`config.mk`:
```
export PLATFORM = sky130hd
export DESIGN_NAME = spi_hold_ctrl
export DESIGN_NICKNAME = d
export VERILOG_FILES = /design/src/rtl/hold_pkg.sv /design/src/rtl/hold_sync.sv /design/src/rtl/hold_fsm.sv /design/src/rtl/spi_hold_ctrl.sv
export SDC_FILE = /design/constraint.sdc
export NUM_CORES = 1
export LEC_CHECK = 0
export ABC_AREA = 0
export BUFFER_PORTS_ARGS = -buffer_cell sky130_fd_sc_hd__buf_4
export CORE_AREA = 2 2 39 41
export DETAILED_ROUTE_END_ITERATION = 16
export DIE_AREA = 0 0 41 43
export GPL_TIMING_DRIVEN = 0
export SLEW_MARGIN = 40
export SYNTH_ARGS = -nofsm -noshare
export SYNTH_HDL_FRONTEND = slang
export SYNTH_HIERARCHICAL = 1
export SYNTH_SLANG_ARGS = --single-unit
```
`constraint.sdc`:
```
create_clock -name clk -period 4.59 [get_ports clk]
set_clock_uncertainty 0.15 [all_clocks]
set_input_delay 0.918 -clock clk [delete_from_list [all_inputs] [get_ports clk]]
set_output_delay 0.918 -clock clk [all_outputs]
set_load 0.05 [all_outputs]
```
`src/rtl/hold_pkg.sv`:
```
package hold_pkg;
  typedef enum logic [2:0] {
    PS_RUN      = 3'd0,
    PS_ENTERING = 3'd1,
    PS_PAUSED   = 3'd2,
    PS_LEAVING  = 3'd3,
    PS_LOCKED   = 3'd4
  } pause_state_e;

  localparam int PIN_COUNT = 3;
  localparam int PIN_SCK   = 0;
  localparam int PIN_CSN   = 1;
  localparam int PIN_HOLDN = 2;
endpackage

```
`src/rtl/hold_sync.sv`:
```
module hold_sync #(
  parameter int          STAGES = 2,
  parameter int          WIDTH  = 3,
  parameter logic [WIDTH-1:0] RST_VAL = '0
) (
  input  logic             clk,
  input  logic             rst_n,
  input  logic [WIDTH-1:0] d_i,
  output logic [WIDTH-1:0] q_o
);
  logic [WIDTH-1:0] chain [STAGES];

  generate
    for (genvar s = 0; s < STAGES; s++) begin : g_stage
      always_ff @(posedge clk or negedge rst_n) begin
        if (!rst_n)      chain[s] <= RST_VAL;
        else if (s == 0) chain[s] <= d_i;
        else             chain[s] <= chain[(s == 0) ? 0 : s-1];
      end
    end
  endgenerate

  assign q_o = chain[STAGES-1];
endmodule

```
`src/rtl/hold_fsm.sv`:
```
module hold_fsm
  import hold_pkg::*;
(
  input  logic clk,
  input  logic rst_n,
  input  logic sck_s,
  input  logic csn_s,
  input  logic holdn_s,
  output logic held_o,
  output logic rst_req_o
);
  pause_state_e state_q, state_d;
  logic holdn_prev_q;
  logic holdn_fall;
  logic rst_req_d, rst_req_q;

  always_ff @(posedge clk or negedge rst_n) begin
    if (!rst_n) holdn_prev_q <= 1'b1;
    else        holdn_prev_q <= holdn_s;
  end

  assign holdn_fall = holdn_prev_q & ~holdn_s;

  always_comb begin
    state_d   = state_q;
    rst_req_d = 1'b0;
    unique case (state_q)
      PS_RUN: begin
        if (holdn_fall && !csn_s) state_d = sck_s ? PS_ENTERING : PS_PAUSED;
      end
      PS_ENTERING: begin
        if (csn_s || holdn_s) state_d = PS_RUN;
        else if (!sck_s)      state_d = PS_PAUSED;
      end
      PS_PAUSED: begin
        if (csn_s) begin
          state_d   = PS_LOCKED;
          rst_req_d = 1'b1;
        end else if (holdn_s) begin
          state_d = sck_s ? PS_LEAVING : PS_RUN;
        end
      end
      PS_LEAVING: begin
        if (csn_s) begin
          state_d   = PS_LOCKED;
          rst_req_d = 1'b1;
        end else if (!holdn_s) state_d = PS_PAUSED;
        else if (!sck_s)       state_d = PS_RUN;
      end
      PS_LOCKED: begin
        if (holdn_s) state_d = PS_RUN;
      end
      default: state_d = PS_RUN;
    endcase
  end

  always_ff @(posedge clk or negedge rst_n) begin
    if (!rst_n) begin
      state_q   <= PS_RUN;
      rst_req_q <= 1'b0;
    end else begin
      state_q   <= state_d;
      rst_req_q <= rst_req_d;
    end
  end

  assign held_o    = (state_q == PS_PAUSED) || (state_q == PS_LEAVING);
  assign rst_req_o = rst_req_q;

  AST_ENTRY_CLK_LOW: assert property (@(posedge clk) disable iff (!rst_n)
    $rose(held_o) |-> ($past(sck_s) == 1'b0)) else $error("entry with clock high");
  AST_ENTRY_SELECTED: assert property (@(posedge clk) disable iff (!rst_n)
    $rose(held_o) |-> ($past(csn_s) == 1'b0)) else $error("entry while deselected");
  AST_EXIT_CLK_LOW: assert property (@(posedge clk) disable iff (!rst_n)
    ($fell(held_o) && !rst_req_o) |-> ($past(sck_s) == 1'b0)) else $error("exit with clock high");
  AST_RST_SINGLE: assert property (@(posedge clk) disable iff (!rst_n)
    rst_req_o |=> !rst_req_o) else $error("reset pulse too long");
  AST_RST_FROM_HELD: assert property (@(posedge clk) disable iff (!rst_n)
    $rose(rst_req_o) |-> $past(held_o)) else $error("reset without pause");
  AST_LOCK_NO_HOLD: assert property (@(posedge clk) disable iff (!rst_n)
    rst_req_o |=> !held_o) else $error("pause right after reset");
endmodule

```
`src/rtl/spi_hold_ctrl.sv`:
```
module spi_hold_ctrl
  import hold_pkg::*;
#(
  parameter int SYNC_STAGES = 2
) (
  input  logic clk,
  input  logic rst_n,
  input  logic sck_i,
  input  logic csn_i,
  input  logic holdn_i,
  input  logic drive_req_i,
  output logic hold_o,
  output logic freeze_o,
  output logic dout_oe_o,
  output logic slave_rst_o
);
  localparam logic [PIN_COUNT-1:0] PIN_RST = (1 << PIN_CSN) | (1 << PIN_HOLDN);

  logic [PIN_COUNT-1:0] pins_raw, pins_s;
  logic held;

  assign pins_raw[PIN_SCK]   = sck_i;
  assign pins_raw[PIN_CSN]   = csn_i;
  assign pins_raw[PIN_HOLDN] = holdn_i;

  hold_sync #(
    .STAGES (SYNC_STAGES),
    .WIDTH  (PIN_COUNT),
    .RST_VAL(PIN_RST)
  ) u_sync (
    .clk  (clk),
    .rst_n(rst_n),
    .d_i  (pins_raw),
    .q_o  (pins_s)
  );

  hold_fsm u_fsm (
    .clk      (clk),
    .rst_n    (rst_n),
    .sck_s    (pins_s[PIN_SCK]),
    .csn_s    (pins_s[PIN_CSN]),
    .holdn_s  (pins_s[PIN_HOLDN]),
    .held_o   (held),
    .rst_req_o(slave_rst_o)
  );

  assign hold_o    = held;
  assign freeze_o  = held;
  assign dout_oe_o = drive_req_i & ~pins_s[PIN_CSN] & ~held;

  AST_DESELECT_RELEASES: assert property (@(posedge clk) disable iff (!rst_n)
    (hold_o && pins_s[PIN_CSN]) |=> !hold_o) else $error("pause kept after deselect");
endmodule

```
## After elaboration in Yosys (flattened, before gate mapping)

Cells that the tools add are included.

| operators by class | value |
|---|---|
| bitwise gates (word level) | 6 |
| reduce and logical (&&, ||, !) cells | 7 |
| mux-type cells | 14 |
| equality and inequality tests | 9 |

Operators by type and width:

| operator | number |
|---|---|
| 2-to-1 mux 3 bit | 9 |
| case mux 3 bit (5 select lines) | 1 |
| equality test 3 x 2 -> 1 bit, second input constant | 2 |
| AND reduction 5 bit | 1 |
| 2-to-1 mux 2 bit | 2 |
| inequality test 4 bit, second input constant | 1 |
| AND 1 bit | 3 |
| equality test 3 x 1 -> 1 bit, second input constant | 1 |
| equality test 3 bit, second input constant | 1 |
| zero test 3 bit | 1 |
| inequality test 3 x 2 -> 1 bit, second input constant | 1 |
| inequality test 3 bit, second input constant | 1 |
| inverter 1 bit | 3 |
| logical OR 1 bit | 2 |
| 2-to-1 mux 1 bit | 2 |
| inequality test 2 x 1 -> 1 bit, second input constant | 1 |
| inequality test 2 bit, second input constant | 1 |
| OR reduction 2 bit | 1 |
| logical AND 1 bit | 1 |
| zero test 1 bit | 1 |

| storage, ports and cells | value |
|---|---|
| word-level logic and storage cells | 41 |
| register bits after elaboration | 11 |

## Longest topological paths before layout

Gate-level depths: netlist of the first run.

| logic depth | value |
|---|---|
| word-level depth | 5 |
| mapped depth | 5 |
| mapped depth without buffers | 4 |

## Cells and area by module

Netlist of the first run, hierarchy kept.

By module, submodules not included:

| module | seq. area each (µm²) | cells each | area an instance (µm²) | instances |
|---|---|---|---|---|
| hold_fsm | 126.4 | 27 | 277.8 | 1 |
| hold_sync | 155.1 | 9 | 177.7 | 1 |
| spi_hold_ctrl | 0.0 | 2 | 20.0 | 1 |

## Worst setup path before layout of the first run

OpenSTA, ideal clock, no wires.

| path | value |
|---|---|
| kind | input to output |
| from | in drive_req_i |
| to | out dout_oe_o |
| slack | 1.951 ns |
| cell stages on the path | 1 |
| data arrival time | 1.571 ns |
| path buffers | 0 |
| cell sequence | nor3b_2 |

| on the way | value |
|---|---|
| cells in the longest elaborated chain, start to end | 2 |

RTL lines:

| item | line | text |
|---|---|---|
| from (decl) | spi_hold_ctrl.sv:11 | `input logic drive_req_i,` |
| AND 1 bit (2 in a row) | spi_hold_ctrl.sv:49 | `assign dout_oe_o = drive_req_i & ~pins_s[PIN_CSN] & ~held;` |
| to (decl) | spi_hold_ctrl.sv:14 | `output logic dout_oe_o,` |

Every way passes these cells.

## Worst setup path after layout of the first run

Ends and elaborated chain as after synthesis.

==> results.cfg, run 1 <==
[die]
die_w_um = 41
start_util = 0.344
die_area_um2 = 1760
core_area_um2 = 1380
io-pin-count = 10
rows = 14
die_y_um = 43

[clocking]
clockBufferDepth = 2
ctsResizeCount = 0
htree_levels = 1
cts_made_buffers = 3
clock-root-buffer = clkbuf_4
tritoncts = built
clk_latency_ns = 0.26
postCtsSetupBuffers = 0
cts.clk_slew.worst_paths_ns = 0.06
holdBufCountCts = 0
cts_num_sinks = 11

[drt]
post_drt_wl_per_cell_um = 10.6
wirelength_um = 709
first_iter_violations = 3
vias_per_cell = 4.48
via_count = 300
postRouteAntennaNets = 0
drc = 0
first_pass_iters = 4

[timing]
finalCriticalPeriod_ns = 2.42
timing.final.crit_share = 0.527
hold_viol_final = 0
slew_headroom = 0.834
finalSetupViolations = 0
rsz0062_at_grt = no
tightest_slew_ns = 0.248
slew_violations = 0
fmax_mhz = 413
setup_tns_ns = 0

[setup_path]
critical_path.top_delay_family = buffers and inverters
r2r_slack_ns = 2.86
timing.rr.start = u_sync/q_o[2]
cp-end-kind = output pin
path_cells = buf_4 -> nor3b_2 -> buf_4
cp_slowest_cell = buf_4
crit_start = drive_req_i
worst-path-buf-inv = 2
cpPeakStageDelay_ns = 0.19
cp.arrival_ns = 1.35
crit_top_cell = buf_4
required_ns = 3.52
path_max_fanout = 1
critical_path.startpoint_type = input pin
path_class = in2out

[final_layout]
utilization = 0.426
num_antenna_cells = 0
final_nets = 58
drive_gt1_frac = 0.490
syn_to_final_growth_pct = 23.9

[status]
status = finished clean

[placed_design]
dp_hpwl_um = 536
routabilityCongestion = 0.619
numPortBuffers = 9

[logic_synthesis]
avgSynthCellArea_um2 = 12.5
syn_inst = 38
yosys_warnings = 6
synth.cell_area_um2 = 475
synth_nets = 44
ys_seq_elements = 11
yosysSeqAreaShare = 0.592
synth_cell_types = 22

[worst_hold_path]
worstHoldPathType = reg2reg
hp-start = u_sync/chain[3]

[grt]
grt_pass1_vias = 274
grt-ovfl-total = 0
antenna_found_initial = 0
grt_pass1_wl_mm = 1.10
grt_max_degree = 12
grt_util_all_layers = 0.0943

[flow_run]
max_cap_violations = 0

[power_and_ir_drop]
leakagePower_nw = 0.277
power_density_nw_per_um2 = 600
peakVddDrop_uv = 271
[flip-flops by register name, indices dropped and copies added, names as in the netlist]
name	flops
u_fsm/state_q	3
u_sync/chain	3
u_sync/q_o	3
u_fsm/holdn_prev_q	1
u_fsm/rst_req_o	1
[synth_stat cells]
master,number,share of area
dfrtp_1,6,0.32
dfstp_2,5,0.28
buf_4,4,0.063
nor2_1,3,0.024
a21oi_1,2,0.021
nand2b_1,2,0.026
a32oi_1,1,0.018
and2_1,1,0.013
and4b_1,1,0.021
buf_6,1,0.024
inv_2,1,0.0079
mux2_4,1,0.032
mux2i_1,1,0.021
nand2_1,1,0.0079
nand3_1,1,0.011
nand3b_1,1,0.016
nor3_1,1,0.011
nor3b_2,1,0.026
o21ai_0,1,0.011
o31a_1,1,0.018
or3b_1,1,0.018
xnor2_1,1,0.018
[worst register-to-register path: cells and delay by family (launching register included)]
family                 cells  cell delay [ns]
AO/OA/AOI/OAI              2             0.41
XOR/XNOR                   1             0.11
buffers and inverters      1             0.12
flip-flops                 1             0.52
multiplexers               1             0.31
[area by class of cell]
| type | instances | area (µm²) |
|---|---|---|
| fillers | 147 | 795 |
| clock buffers | 4 | 26.3 |
| repair buffers | 9 | 67.6 |
| well taps | 16 | 20.0 |
| inverters | 1 | 3.75 |
| multi-input cells | 21 | 149 |
| plain buffers | 5 | 41.3 |
| flip-flops and latches | 11 | 282 |
[layer usage]
layer,vias up,share of wire,global-route usage
li1,155,-,-
met1,138,0.51,0.131
met2,7,0.45,0.122
met3,0,0.038,0.0157
met4,0,0,0.0800
met5,-,0,0
[power by group]
| group | total, mW | switching [mW] | internal (mW) |
|---|---|---|---|
| Clock | 0.0611 | 0.0276 | 0.0335 |
| Combinational | 0.163 | 0.0949 | 0.0683 |
| Sequential | 0.130 | 0.0142 | 0.115 |
[final timing paths]
check	end	depth (start not counted)
max	dout_oe_o	3
min	u_sync/q_o[0]	0
max reg2reg	u_fsm/state_q[0]	5
min reg2reg	u_sync/q_o[0]	0
max in group asynchronous	u_sync/q_o[2]	1
min in group asynchronous	u_sync/chain[3]	1
[cell families after synthesis]
group / Yosys count / share of synthesized area
buffers and inverters: 6 / 0.0947
and+or+nand+nor: 13 / 0.174
DFF: 11 / 0.592
xor gates and xnor gates: 1 / 0.0184
muxes: 2 / 0.0526
AOI/OAI and AO/OA: 5 / 0.0684
[layout by cell type, fill, tap and decap left out]
cell and instances:
o31a_1 1, and2_1 1, dfrtp_1 6, mux2i_1 1, a32oi_1 1, nor3b_2 1
clkbuf_1 1, mux2_4 1, nand3b_1 1, clkbuf_4 3, nand2_1 1, buf_6 1
nand2b_1 2, inv_2 1, nor2_1 3, dfstp_2 5, or3b_1 1, a21oi_1 2
xnor2_1 1, nor3_1 1, nand3_1 1, and4b_1 1, buf_4 13, o21ai_0 1
[through the flow]
step	hold WS, ns	power [mW]	area (µm²)	std cells	worst slack (ns)
2_1_floorplan	0.181	0.255	475	38	1.95
3_3_place_gp	0.184	0.291	563	63	2.17
3_5_place_dp	0.191	0.295	563	63	2.17
4_1_cts	0.206	0.359	589	67	2.17
5_1_grt	0.210	0.380	589	67	2.09
6_report	0.204	0.354	589	67	2.17
Power figures use the tool's default switching activity.
==> run 2: changes to the inputs <==
ABC_AREA = 1   (was 0)
clock period = 2.2 ns   (was 4.59 ns; I/O delays follow)
==> run 2 against run 1 <==
- final cell count increased by 25%
- largest cell class unchanged
- die area unchanged
- clock power increased by 110%
- worst setup slack got worse by 1.8 ns
- synthesized area increased by 6.1%
- global-route usage increased by 1.5 points
- utilization increased by 2.9 points
==> results.cfg, run 2 <==
[status]
status = finished clean

[grt]
grt_max_degree = 12
grt_pass1_wl_mm = 1.27
antenna_found_initial = 0
grt_pass1_vias = 343
grt_util_all_layers = 0.110
grt-ovfl-total = 0

[die]
rows = 14
core_area_um2 = 1380
io-pin-count = 10
start_util = 0.364
die_y_um = 43
die_w_um = 41
die_area_um2 = 1760

[setup_path]
cp.depth = 4
r2r_cells = 8
path_class = reg2out
cp-end-kind = output pin
cp_slowest_cell = dfrtp_1
worst-path-buf-inv = 3
required_ns = 1.61
timing.rr.start = u_sync/q_o[2]
critical_path.startpoint_type = register
path_max_fanout = 6
path_cells = inv_2 -> nor2_4 -> buf_4 -> buf_4
crit_top_cell = buf_4
critical_path.top_delay_family = flip-flops
cp.arrival_ns = 1.21
crit_start = u_fsm/state_q[1]
cpPeakStageDelay_ns = 0.42

[drt]
first_iter_violations = 0
post_drt_wl_per_cell_um = 8.08
first_pass_iters = 1
wirelength_um = 679
postRouteAntennaNets = 0
drc = 0
via_count = 354
vias_per_cell = 4.21

[worst_hold_path]
hp-start = csn_i
hold_depth = 1
worstHoldPathType = in2reg

[clocking]
tritoncts = built
clock-root-buffer = clkbuf_4
clockBufferDepth = 2
cts_num_sinks = 11
htree_levels = 1
postCtsSetupBuffers = 0
ctsResizeCount = 0
cts_made_buffers = 3
cts.clk_slew.worst_paths_ns = 0.07
clk_latency_ns = 0.26

[final_layout]
utilization = 0.455
drive_gt1_frac = 0.485
final_cells = 84
layout_common_cells = 13 x buf_4, 11 x nand2_1, 9 x nand3_1
final_nets = 75
layout_commonest_cell = buf_4
num_antenna_cells = 0
n_fill_cell = 140
syn_to_final_growth_pct = 24.8

[logic_synthesis]
synth_most_common_cell = nand2_1
yosys.area.top_type_share = 0.298
ys_seq_elements = 11
synthTopCellsByCount = 11 x nand2_1, 9 x nand3_1, 6 x dfrtp_1
avgSynthCellArea_um2 = 9.34
async_flop_share = 1.00
syn_inst = 54
synth_top_area_cell = dfrtp_1
ys_dominant_reg_cell = dfrtp_1
yosysSeqAreaShare = 0.558
synth.cell_area_um2 = 504
synth_nets = 60
yosys_warnings = 6
synth_area_leaders = dfrtp_1 30%, dfstp_2 26%, nand3_1 8.9%, nand2_1 8.2%, buf_4 6.0%
synth-edff-count = 0
synth_cell_types = 14

[timing]
timing.final.crit_share = 0.819
fmax_mhz = 555
setup_tns_ns = 0
hold_viol_final = 0
finalSetupViolations = 0
setup_ws_ns = 0.399
finalCriticalPeriod_ns = 1.80
tightest_slew_ns = 0.193
slew_headroom = 0.872
rsz0062_at_grt = no
slew_violations = 0

[placed_design]
dp_hpwl_um = 555
numPortBuffers = 9
routabilityCongestion = 0.687
pre_cts_ws_ns = 0.665
dpl.cell_count = 79

[power_and_ir_drop]
leakagePower_nw = 0.331
power_density_nw_per_um2 = 1160
peakVddDrop_uv = 573

[flow_run]
max_cap_violations = 0
## run 2: power breakdown
group          switching, mW  internal [mW]  total (mW)  leakage (nW)
Clock                 0.0622         0.0671       0.129        0.0177
Combinational          0.213          0.116       0.329         0.185
Sequential            0.0349          0.238       0.273         0.128
Total                  0.310          0.422       0.731         0.331
## run 2: worst paths after layout
| kind | end | slack [ns] |
|---|---|---|
| setup reg to reg | u_fsm/state_q[1] | 0.79 |
| max in group asynchronous | u_sync/q_o[1] | 1.29 |
| min in group asynchronous | u_fsm/state_q[2] | 0.39 |
| setup / recovery | hold_o | 0.40 |
| hold / removal | u_sync/chain[4] | 0.13 |
| hold reg to reg | u_sync/q_o[0] | 0.20 |
## run 2: routing by layer
metal,up-vias,track usage,part of all wire
met3,2,0.0157,0.059
li1,193,-,-
met5,-,0,0
met1,151,0.121,0.43
met4,0,0.100,0.021
met2,8,0.169,0.49
## run 2: worst register-to-register path: cells and delay by family, from the launching register on
family	cells	cell delay, ns
buf+inv	1	0.12
flops	1	0.52
simple gates	7	0.51
## run 2: layout make-up
cell class | instances | area [µm²] | share of cell area
flip-flops and latches | 11 | 282 | 0.447
repair buffers | 10 | 77.6 | 0.123
clock buffers | 3 | 22.5 | 0.0358
plain buffers | 4 | 30.0 | 0.0477
well taps | 16 | 20.0 | 0.0318
clock inverters | 1 | 5.00 | 0.00795
multi-input cells | 32 | 166 | 0.264
inverters | 7 | 26.3 | 0.0417
## run 2: stage by stage
stage,power [mW],hold WS (ns),cell area [µm²]
after floorplan,0.532,-0.00559,504
after global placement,0.606,0.127,592
after detailed placement,0.610,0.129,592
after CTS,0.746,0.119,629
after global routing,0.792,0.116,629
final,0.731,0.131,629
## run 2: kinds of logic after synthesis
kind of cell	share of synthesized area
and+or+nand+nor	0.303
AOI/OAI and AO/OA	0.0273
DFF	0.558
buffers and inverters	0.112
## run 2: what timing repair did
| action | CTS | global route |
|---|---|---|
| hold buffers | 1 | 0 |
| endpoints found under the hold margin | 6 | 0 |
| setup endpoints to repair | 0 | 0 |
==> run 3: changes to the inputs <==
clock period = 1.65 ns   (was 2.2 ns; I/O delays follow)
==> run 3 against run 2 <==
- non-clock buffer count grew 2
- flip-flop and latch count unchanged
- worst setup slack worse by 0.33 ns
- largest cell class unchanged
- largest power group unchanged
==> results.cfg, run 3 (same netlist as run 2, synthesis figures left out) <==
[placed_design]
routabilityCongestion = 0.687
pre_cts_ws_ns = 0.225
dp_hpwl_um = 555
numPortBuffers = 9

[setup_path]
r2r_cells = 8
r2r_slack_ns = 0.24
path_class = reg2out
r2r-end = u_fsm/state_q[1]
cp-end-kind = output pin
path_cells = inv_2 -> nor2_4 -> buf_4 -> buf_6
critical_path.startpoint_type = register
crit_start = u_fsm/state_q[1]
cp_slowest_cell = dfrtp_1
worstSetupEndpoint = hold_o
cpPeakStageDelay_ns = 0.38
path_max_fanout = 4
cp.arrival_ns = 1.10
required_ns = 1.17
timing.rr.start = u_sync/q_o[1]

[die]
rows = 14
die_y_um = 43
die_w_um = 41
die_area_um2 = 1760
io-pin-count = 10
start_util = 0.364
core_area_um2 = 1380

[drt]
wirelength_um = 711
first_iter_violations = 2
first_pass_iters = 4
via_count = 367
postRouteAntennaNets = 0
drc = 0
post_drt_wl_per_cell_um = 8.27
vias_per_cell = 4.27

[timing]
timing.final.crit_share = 0.958
rsz0062_at_grt = no
tightest_slew_ns = 0.195
slew_headroom = 0.870
slew_violations = 0
finalSetupViolations = 0
whs_ns = 0.0212
hold_viol_final = 0
fmax_mhz = 633
finalCriticalPeriod_ns = 1.58
setup_ws_ns = 0.0701
setup_tns_ns = 0

[final_layout]
num_antenna_cells = 0
regArea_um2 = 283
utilization = 0.472
layout_common_cells = 13 x buf_4, 11 x nand2_1, 9 x nand3_1
final_nets = 77
layout_commonest_cell = buf_4
syn_to_final_growth_pct = 29.5
multiInputGateArea_um2 = 166
n_fill_cell = 142
drive_gt1_frac = 0.514

[grt]
grt_util_all_layers = 0.112
grt_pass1_wl_mm = 1.29
grt_max_degree = 12
antenna_found_initial = 0
grt-ovfl-total = 0
grt_pass1_vias = 353

[power_and_ir_drop]
power_density_nw_per_um2 = 1570
leakagePower_nw = 0.341
peakVddDrop_uv = 816
power_mw = 1.02

[clocking]
clockBufferDepth = 2
cts_made_buffers = 3
htree_levels = 1
tritoncts = built
clock-root-buffer = clkbuf_4
cts_num_sinks = 11
clk_latency_ns = 0.26
cts.clk_slew.worst_paths_ns = 0.07

[flow_run]
max_cap_violations = 0

[worst_hold_path]
worstHoldPathType = in2reg
hp-start = csn_i

[status]
status = finished clean
## run 3: per-stage QoR
| stage | cell area (µm²) | instances |
|---|---|---|
| after floorplan | 504 | 54 |
| after global placement | 592 | 79 |
| after detailed placement | 592 | 79 |
| after CTS | 641 | 85 |
| after global routing | 653 | 86 |
| final | 653 | 86 |
## run 3: layer usage
| layer | routed length, µm | global-route usage |
|---|---|---|
| met1 | 295 | 0.121 |
| met2 | 365 | 0.175 |
| met3 | 36 | 0.0157 |
| met4 | 14 | 0.100 |
| met5 | 0 | 0 |
## run 3: final cells by class
| cell class | instances | area share |
|---|---|---|
| Timing Repair Buffer | 13 | 0.165 |
| Tap cell | 16 | 0.0307 |
| Clock inverter | 1 | 0.00766 |
| Buffer | 3 | 0.0345 |
| Clock buffer | 3 | 0.0345 |
| Multi-Input combinational cell | 32 | 0.255 |
| Sequential cell | 11 | 0.433 |
| Inverter | 7 | 0.0402 |
## run 3: worst min-delay path by stage
stage | to | cells after the start
after floorplan | u_fsm/rst_req_o | 0
after global placement | u_fsm/rst_req_o | 1
after detailed placement | u_fsm/rst_req_o | 1
after CTS | u_sync/chain[5] | 1
after global routing | u_sync/chain[5] | 1
final | u_sync/chain[4] | 1
## run 3: where the power goes
group          total (mW)  internal, mW  leakage, nW  switching [mW]
Combinational       0.490         0.192        0.196           0.298
Sequential          0.362         0.320        0.127          0.0423
Clock               0.172        0.0894       0.0177          0.0829
Total                1.02         0.601        0.341           0.423
## run 3: what timing repair did
action,in CTS,in global routing
hold buffers,1,0
pin swaps,1,0
endpoints found under the setup margin,2,2
hold endpoints to repair,11,0
resized for setup,1,2
setup buffers,2,1
## run 3: worst max-delay path, delay by kind of cell, from the launching register on
kind,cells,cell delay (ns)
DFF,1,0.38
buffers and inverters,3,0.32
and+or+nand+nor,1,0.14
